==> config.mk <==
export PLATFORM = sky130hd
export DESIGN_NAME = dma_cascade_arb
export DESIGN_NICKNAME = d
export VERILOG_FILES = /design/src/rtl/dma_arb_pkg.sv /design/src/rtl/dma_prio_enc.sv /design/src/rtl/dma_cascade_pick.sv /design/src/rtl/dma_cascade_arb.sv
export SDC_FILE = /design/constraint.sdc
export NUM_CORES = 1
export LEC_CHECK = 0
export ABC_CLOCK_PERIOD_IN_PS = 2560
export BUFFER_PORTS_ARGS = -buffer_cell sky130_fd_sc_hd__buf_2
export CAP_MARGIN = 0
export CORE_MARGIN = 3
export CORE_UTILIZATION = 41
export DETAILED_ROUTE_END_ITERATION = 8
export GPL_TIMING_DRIVEN = 1
export PLACE_DENSITY = 0.77
export SLEW_MARGIN = 20
export SYNTH_ARGS = -nofsm -noshare
export SYNTH_HDL_FRONTEND = slang
export SYNTH_SLANG_ARGS = --single-unit
==> constraint.sdc <==
create_clock -name clk -period 2.56 [get_ports clk]
set_clock_uncertainty 0.1 [all_clocks]
set_input_delay 0.384 -clock clk [delete_from_list [all_inputs] [get_ports clk]]
set_output_delay 0.384 -clock clk [all_outputs]
set_load 0.1 [all_outputs]
==> src/rtl/dma_arb_pkg.sv <==
package dma_arb_pkg;

    typedef enum logic [1:0] {
        ST_IDLE = 2'd0,
        ST_HOLD = 2'd1,
        ST_XFER = 2'd2
    } arb_state_e;

endpackage

==> src/rtl/dma_prio_enc.sv <==
module dma_prio_enc #(
    parameter int N = 4
) (
    input  logic [N-1:0] req_i,
    output logic [N-1:0] gnt_o,
    output logic         any_o
);

    // blocked[i] is set when some lower index (higher priority) requests
    logic [N-1:0] blocked;

    assign blocked[0] = 1'b0;

    for (genvar i = 1; i < N; i++) begin : g_chain
        assign blocked[i] = blocked[i-1] | req_i[i-1];
    end

    assign gnt_o = req_i & ~blocked;
    assign any_o = |req_i;

endmodule

==> src/rtl/dma_cascade_pick.sv <==
module dma_cascade_pick #(
    parameter int GRP = 4
) (
    input  logic [2*GRP-1:0] elig_i,
    output logic [2*GRP-1:0] pick_o
);

    localparam int NCH = 2 * GRP;

    logic [GRP-1:0] low_gnt;
    logic           low_any;
    logic [GRP-1:0] up_req;
    logic [GRP-1:0] up_gnt;
    logic           up_any;

    dma_prio_enc #(.N(GRP)) u_low (
        .req_i (elig_i[GRP-1:0]),
        .gnt_o (low_gnt),
        .any_o (low_any)
    );

    // slot 0 of the upper group is the link from the lower group
    assign up_req = {elig_i[NCH-1:GRP+1], low_any};

    dma_prio_enc #(.N(GRP)) u_up (
        .req_i (up_req),
        .gnt_o (up_gnt),
        .any_o (up_any)
    );

    always_comb begin
        pick_o = '0;
        if (up_any) begin
            pick_o[NCH-1:GRP+1] = up_gnt[GRP-1:1];
            if (up_gnt[0]) begin
                pick_o[GRP-1:0] = low_gnt;
            end
        end
    end

endmodule

==> src/rtl/dma_cascade_arb.sv <==
module dma_cascade_arb
    import dma_arb_pkg::*;
#(
    parameter int GRP = 4
) (
    input  logic                 clk,
    input  logic                 rst_n,
    input  logic [2*GRP-1:0]     req_i,
    input  logic [2*GRP-1:0]     mask_i,
    input  logic                 hld_ack_i,
    input  logic                 done_i,
    output logic                 hold_o,
    output logic [2*GRP-1:0]     ack_o,
    output logic                 wide_o
);

    localparam int NCH  = 2 * GRP;
    localparam int LINK = GRP;

    localparam logic [NCH-1:0] LINK_BIT = NCH'(1) << LINK;

    arb_state_e     state_q, state_d;
    logic [NCH-1:0] win_q;
    logic [NCH-1:0] elig;
    logic [NCH-1:0] pick;
    logic           pending;
    logic           take;

    assign elig    = req_i & ~mask_i & ~LINK_BIT;
    assign pending = |elig;
    assign take    = (state_q == ST_HOLD) && pending && hld_ack_i;

    dma_cascade_pick #(.GRP(GRP)) u_pick (
        .elig_i (elig),
        .pick_o (pick)
    );

    // state register and frozen winner
    always_ff @(posedge clk or negedge rst_n) begin
        if (!rst_n) begin
            state_q <= ST_IDLE;
            win_q   <= '0;
        end else begin
            state_q <= state_d;
            if (take) begin
                win_q <= pick;
            end
        end
    end

    // next-state logic
    always_comb begin
        state_d = state_q;
        unique case (state_q)
            ST_IDLE: begin
                if (pending) state_d = ST_HOLD;
            end
            ST_HOLD: begin
                if (!pending)       state_d = ST_IDLE;
                else if (hld_ack_i) state_d = ST_XFER;
            end
            ST_XFER: begin
                if (done_i) state_d = pending ? ST_HOLD : ST_IDLE;
            end
            default: state_d = ST_IDLE;
        endcase
    end

    // outputs
    always_comb begin
        hold_o = 1'b0;
        ack_o  = '0;
        wide_o = 1'b0;
        unique case (state_q)
            ST_IDLE: ;
            ST_HOLD: hold_o = 1'b1;
            ST_XFER: begin
                hold_o = 1'b1;
                ack_o  = win_q;
                wide_o = |win_q[NCH-1:GRP+1];
            end
            default: ;
        endcase
    end

    AST_ACK_ONEHOT: assert property (@(posedge clk) disable iff (!rst_n)
        $onehot0(ack_o));

    AST_ACK_NEEDS_HOLD: assert property (@(posedge clk) disable iff (!rst_n)
        (|ack_o) |-> hold_o);

    AST_GRANT_AFTER_HLDA: assert property (@(posedge clk) disable iff (!rst_n)
        $rose(|ack_o) |-> $past(hld_ack_i));

    AST_NO_PREEMPT: assert property (@(posedge clk) disable iff (!rst_n)
        ((|ack_o) && !done_i) |=> (ack_o == $past(ack_o)));

    AST_DONE_DROPS_ACK: assert property (@(posedge clk) disable iff (!rst_n)
        ((|ack_o) && done_i) |=> (ack_o == '0));

    AST_LINK_NEVER_ACK: assert property (@(posedge clk) disable iff (!rst_n)
        !ack_o[LINK]);

    AST_WIDE_UPPER: assert property (@(posedge clk) disable iff (!rst_n)
        wide_o |-> (|ack_o[NCH-1:GRP+1]));

    AST_GRANT_WAS_ELIG: assert property (@(posedge clk) disable iff (!rst_n)
        $rose(|ack_o) |-> (($past(req_i & ~mask_i) & ack_o) != '0));

endmodule

==> results_dict.tcl, run 1 <==
set metrics [dict create \
    synth_fp_nets 93 \
    min_period_ns 2.43 \
    power.total_w 0.000852 \
    fillers 137 \
    crit_required_ns 2.08 \
    holdCritStartpoint "mask_i[5]" \
    grt_pass1_vias 590 \
    synth-simple-area-share 0.335 \
    hold_violations 0 \
    postSynthAreaPerCell_um2 10.1 \
    maxCapViolCount 0 \
    synthAdderAreaFrac 0.0721 \
    cp.arrival_ns 1.94 \
    ir_drop_v 0.000340 \
    worst_path_largest_cell_delay_ns 0.43 \
    ys_types 30 \
    rrSetupSlack_ns 0.56 \
    cp_cell_sequence "inv_1 -> ha_1 -> and2_1 -> or3_4 -> buf_2" \
    drive_above_1_share 0.455 \
    worst_slew_pin_slew_ns 0.501 \
    hpwl_um 1210 \
    cts.sinks 9 \
    rsz0062_at_grt "false" \
    r2r-end "state_q[0]$_DFFE_PN0P_" \
    hp-class "in -> reg" \
    top_layer "met4" \
    die_height_um 47.2 \
    drc 0 \
    die_area_um2 2220 \
    antenna_cells 0 \
    initial_core_util 0.450 \
    met1_length_um 644 \
    mappedNetlistArea_um2 694 \
    postCtsSetupBuffers 0 \
    num_rows 14 \
    path_clk_slew_ns 0.06 \
    p_leak_nw 0.446 \
    worstRegToRegCells 6 \
    gr-total-overflow 0 \
    synth_top_family_by_area "simple AND/OR/NAND/NOR gates" \
    route.met2.wl_um 749 \
    cts-buffers-inserted 3 \
    clk_path_buf_depth 2 \
    grt_antenna_before_repair 0 \
    multiInputGateArea_um2 452 \
    cts_root_buf "clkbuf_4" \
    status "complete, no violations" \
    yosysWarnings 0 \
    dr.pass1.iters 4 \
    path_class "reg -> out" \
    port_buffers 26 \
    grt_max_degree 10 \
    cp_max_fo 9 \
    tns_ns 0 \
    cp_top_family "simple AND/OR/NAND/NOR gates" \
    cpMaxStageDelayCell "dfrtp_1" \
    cts_tree "built" \
    die_width_um 47.2 \
    via_count 587 \
    antenna_left 0 \
    yosysSeqAreaShare 0.324 \
    whs_path_depth 4 \
    critPathLaunchType "flop" \
    routedWlPerCell_um 13.0 \
    track_usage 0.163 \
    worst-path-buf-inv 2 \
    syn2layout_area_growth_pct 26.7 \
    regArea_um2 225 \
    gp_congestion 0.792 \
    via_per_inst 5.10 \
    nets 124 \
    synthMuxAreaShare 0.101 \
    drv_slew 0 \
    grt_pass1_wl_um 2500 \
    min_period_over_period 0.949 \
    synth_cells 69 \
    pin_count 30 \
    insertion_delay_ns 0.26 \
    drt_iter0_markers 13 \
    p_per_area_nw_per_um2 968 \
    ys_ff_latch 9 \
    wl_met3_um 91 \
    fmax_mhz 412 \
    endpoint_kind "output pin" \
    coreArea_um2 1540 \
    htree_levels 1 \
    r2r-start "state_q[0]$_DFFE_PN0P_" \
    min_to "win_q[5]$_DFFE_PN0P_" \
    setup_violations 0 \
    routed_wirelength_um 1500 \
    slew_headroom 0.664 \
    synth_compound_area_frac 0.130 \
    cts_resized 0 \
    synth_xor_area_frac 0 \
]
[how the worst max path moves through the flow]
stage | start | endpoint | slack, ns | cells past startpoint
2_1_floorplan | state_q[0]$_DFFE_PN0P_ | wide_o | 0.11 | 4
3_3_place_gp | state_q[0]$_DFFE_PN0P_ | wide_o | 0.46 | 5
3_5_place_dp | state_q[0]$_DFFE_PN0P_ | wide_o | 0.41 | 5
4_1_cts | state_q[0]$_DFFE_PN0P_ | wide_o | 0.11 | 5
5_1_grt | state_q[0]$_DFFE_PN0P_ | wide_o | 0.03 | 5
6_report | state_q[0]$_DFFE_PN0P_ | wide_o | 0.13 | 5
[area by class of cell]
cell class | count | area share
multi-input cells | 55 | 0.514
flip-flops and latches | 9 | 0.256
repair buffers | 27 | 0.159
clock buffers | 3 | 0.0256
well taps | 16 | 0.0228
inverters | 4 | 0.0171
clock inverters | 1 | 0.00569
[per-stage QoR]
stage          utilization  hold slack (ns)  worst slack [ns]  cell area (um2)  instances
6_report             0.571            0.336             0.132              880        115
5_1_grt              0.571            0.361            0.0341              880        115
4_1_cts              0.571            0.327             0.106              880        115
3_5_place_dp         0.546            0.145             0.414              842        110
3_3_place_gp         0.546            0.139             0.460              842        110
2_1_floorplan            -          -0.0116             0.109              699         69
[logic make-up after synthesis]
group | after synthesis
AOI/OAI and AO/OA | 11
adders and majority gates | 4
buffers and inverters | 5
DFF | 9
muxes | 5
other | 1
and+or+nand+nor | 34
[state kept, by name (all words and copies together), names as in the netlist]
register,flops
state_q,2
win_q,7
[cells in the final DEF, fill, tap and decap left out, types with 2 or more instances in the layout]
cell type  synthesis  final
nor3_1             3      3
a31oi_1            2      2
dfrtp_1            9      9
inv_1              4      4
nor2b_1            7      7
nand2_1            4      4
ha_1               4      4
mux2_4             4      4
buf_2              0     26
nor2b_4            2      2
and2_1             7      7
clkbuf_4           0      3
a21oi_1            2      2
nor2_1             3      3
[synth_stat cells]
cell type,n,share of area
nand2_1,4,0.022
o21ai_0,1,0.0072
a21oi_4,1,0.023
a211oi_1,1,0.011
a21oi_1,2,0.014
o2bb2ai_1,1,0.013
nor3_2,1,0.014
nor2b_4,2,0.040
conb_1,1,0.0054
nand4_1,1,0.0090
nor3_1,3,0.022
and2b_2,1,0.013
nor2_1,3,0.016
or2_2,1,0.0090
buf_4,1,0.011
dfrtp_1,9,0.32
mux2_4,4,0.086
inv_1,4,0.022
a31oi_1,2,0.018
nor3b_1,1,0.011
and3b_2,1,0.014
mux2i_1,1,0.014
nor4_4,1,0.031
ha_1,4,0.072
a31o_2,1,0.013
a221o_2,1,0.016
o311a_1,1,0.014
and2_1,7,0.063
nor2b_1,7,0.063
or3_1,1,0.0090
[layer usage]
metal	global-route usage	vias to the layer above
met1	0.207	262
met4	0.0773	0
met3	0.0345	2
met5	0	-
li1	-	297
met2	0.263	26
[repair_timing]
| action | 4_1_cts | 5_1_grt |
|---|---|---|
| hold buffers | 1 | 0 |
| endpoints found under the hold margin | 9 | 0 |
| endpoints found under the setup margin | 0 | 0 |
[where the power goes]
group	switching, W	internal, W	leakage [nW]
Combinational	0.000337	0.000167	0.310
Clock	0.0000507	0.0000576	0.0177
Sequential	0.0000394	0.000200	0.119
[worst reg2reg max path: stages (launching register included)]
cell and delay (ns):
dfrtp_1 0.43, inv_1 0.10, ha_1 0.30, nor2b_1 0.22
or2_2 0.29, a221o_2 0.33, o311a_1 0.11
Note: power is estimated with default switching activity, not from simulation.
==> run 2, diff against run 1 <==
Settings changed: CELL_PAD_IN_SITES_DETAIL_PLACEMENT set to 1, CELL_PAD_IN_SITES_GLOBAL_PLACEMENT set to 1, CORE_UTILIZATION 41 to 33, PLACE_DENSITY 0.77 to 0.82.
==> run 2 against run 1 <==
Compared with the run above:
- clock power is 5% higher
- routed wire length is 18% higher
- first-iteration DRC count is 23% lower
- maximum frequency is 0.14% lower
- clock-buffer cell count is 1 higher
- sequential power hardly changed
- worst hold slack better by 0.027 ns
- sequential share of layout area is 0.29 points lower
- total power is 1.5% higher
- final area is 1.1% higher
- via count is 6.8% higher
- critical endpoint unchanged
- largest cell class unchanged
==> results_dict.tcl, run 2 (synthesis gave the netlist of run 1 again) <==
set metrics [dict create \
    hpwl_um 1400 \
    seqPwrFrac 0.279 \
    via_per_inst 5.06 \
    die_area_um2 2690 \
    r2r-start "state_q[0]$_DFFE_PN0P_" \
    min_period_over_period 0.950 \
    cts.sinks 9 \
    combPwrFrac 0.590 \
    worst_slew_pin_slew_ns 0.506 \
    syn2layout_area_growth_pct 28.1 \
    path_class "reg -> out" \
    die_height_um 51.9 \
    final_cell_mix "buf_2 (26), dfrtp_1 (9), and2_1 (7), nor2b_1 (7)" \
    fin_ws_ns 0.128 \
    whs_path_depth 3 \
    grt_pass1_vias 702 \
    largest_reg_flops 7 \
    cp_max_fo 9 \
    place_area_um2 853 \
    grt_max_degree 10 \
    antenna_left 0 \
    dr.pass1.iters 2 \
    min_period_ns 2.43 \
    track_usage 0.158 \
    die_width_um 51.9 \
    p_leak_nw 0.444 \
    cts_tree "built" \
    regArea_um2 225 \
    via_count 627 \
    multiInputGateArea_um2 452 \
    status "complete, no violations" \
    grt_antenna_before_repair 0 \
    coreArea_um2 1860 \
    critPathLaunch "state_q[0]$_DFFE_PN0P_" \
    reg_top3 "win_q x7, state_q x2" \
    p_per_area_nw_per_um2 972 \
    p_sw_frac 0.506 \
    dp_slack_ns 0.407 \
    cts_root_buf "clkbuf_4" \
    holdCritStartpoint "hld_ack_i" \
    worstRegToRegCells 6 \
    endpoint_kind "output pin" \
    num_rows 15 \
    final_area_um2 890 \
    initial_core_util 0.374 \
    setup_violations 0 \
    critPathLaunchType "flop" \
    layout_commonest_cell "buf_2" \
    rsz0062_at_grt "false" \
    clk_path_buf_depth 2 \
    antenna_cells 0 \
    fmax_mhz 411 \
    fillers 235 \
    grt_pass1_wl_um 3110 \
    drive_above_1_share 0.444 \
    ir_drop_v 0.000272 \
    routed_wirelength_um 1770 \
    tns_ns 0 \
    gp_congestion 0.770 \
    drv_slew 0 \
    cts-buffers-inserted 3 \
    crit_required_ns 2.08 \
    routedWlPerCell_um 14.3 \
    drc 0 \
    pin_count 30 \
    hold_violations 0 \
    cts_resized 0 \
    hp-class "in -> reg" \
    regMostFlops "win_q" \
    nets 124 \
    slew_headroom 0.660 \
    path_clk_slew_ns 0.07 \
    port_buffers 26 \
    p_int_w 0.000427 \
    gr-total-overflow 0 \
    insertion_delay_ns 0.26 \
    switchingPower_w 0.000438 \
    power_frac_clock 0.130 \
    fin_util 0.479 \
    maxCapViolCount 0 \
    cp.arrival_ns 1.95 \
    drt_iter0_markers 10 \
    htree_levels 1 \
]
[run 2: repair_timing]
item	CTS	global route
hold buffers	1	0
buffers inserted	0	0
endpoints found under the hold margin	9	0
[run 2: metrics by stage]
stage / power [W] / hold slack [ns] / instances
final: 0.000865 / 0.364 / 124
after global routing: 0.000927 / 0.385 / 124
after CTS: 0.000871 / 0.358 / 124
after detailed placement: 0.000745 / 0.144 / 119
after global placement: 0.000727 / 0.136 / 119
after floorplan: 0.000659 / -0.0116 / 69
[run 2: power by group through the flow]
stage | clock (W) | combinational (W) | sequential, W
2_1_floorplan | 0 | 0.000432 | 0.000227
3_3_place_gp | 0 | 0.000489 | 0.000238
3_5_place_dp | 0 | 0.000504 | 0.000241
4_1_cts | 0.000115 | 0.000515 | 0.000241
5_1_grt | 0.000119 | 0.000556 | 0.000252
6_report | 0.000113 | 0.000511 | 0.000242
[run 2: area by class of cell]
class / instances / share of cell area
multi-input combinational: 55 / 0.508
sequential: 9 / 0.253
timing repair buffer: 27 / 0.158
tap: 25 / 0.0352
clock buffer: 4 / 0.0295
inverter: 4 / 0.0169
[run 2: critical path, stage by stage (launching register included)]
cell     delay (ns)
dfrtp_1        0.43
inv_1          0.09
ha_1           0.30
and2_1         0.21
or3_4          0.37
buf_2          0.29
[run 2: worst paths after layout]
| check | end | slack, ns |
|---|---|---|
| setup / recovery | wide_o | 0.13 |
| hold / removal | win_q[7]$_DFFE_PN0P_ | 0.36 |
| setup reg to reg | state_q[0]$_DFFE_PN0P_ | 0.59 |
| hold reg to reg | win_q[6]$_DFFE_PN0P_ | 0.41 |
| max in group asynchronous | win_q[3]$_DFFE_PN0P_ | 1.78 |
| min in group asynchronous | state_q[1]$_DFFE_PN0P_ | 0.40 |
[run 2: routing by layer]
metal,part of all wire,up-vias,global-route usage
met2,0.51,23,0.285
met1,0.42,295,0.173
met5,0,-,0
met4,0.028,0,0.0917
li1,-,303,-
met3,0.046,6,0.0229
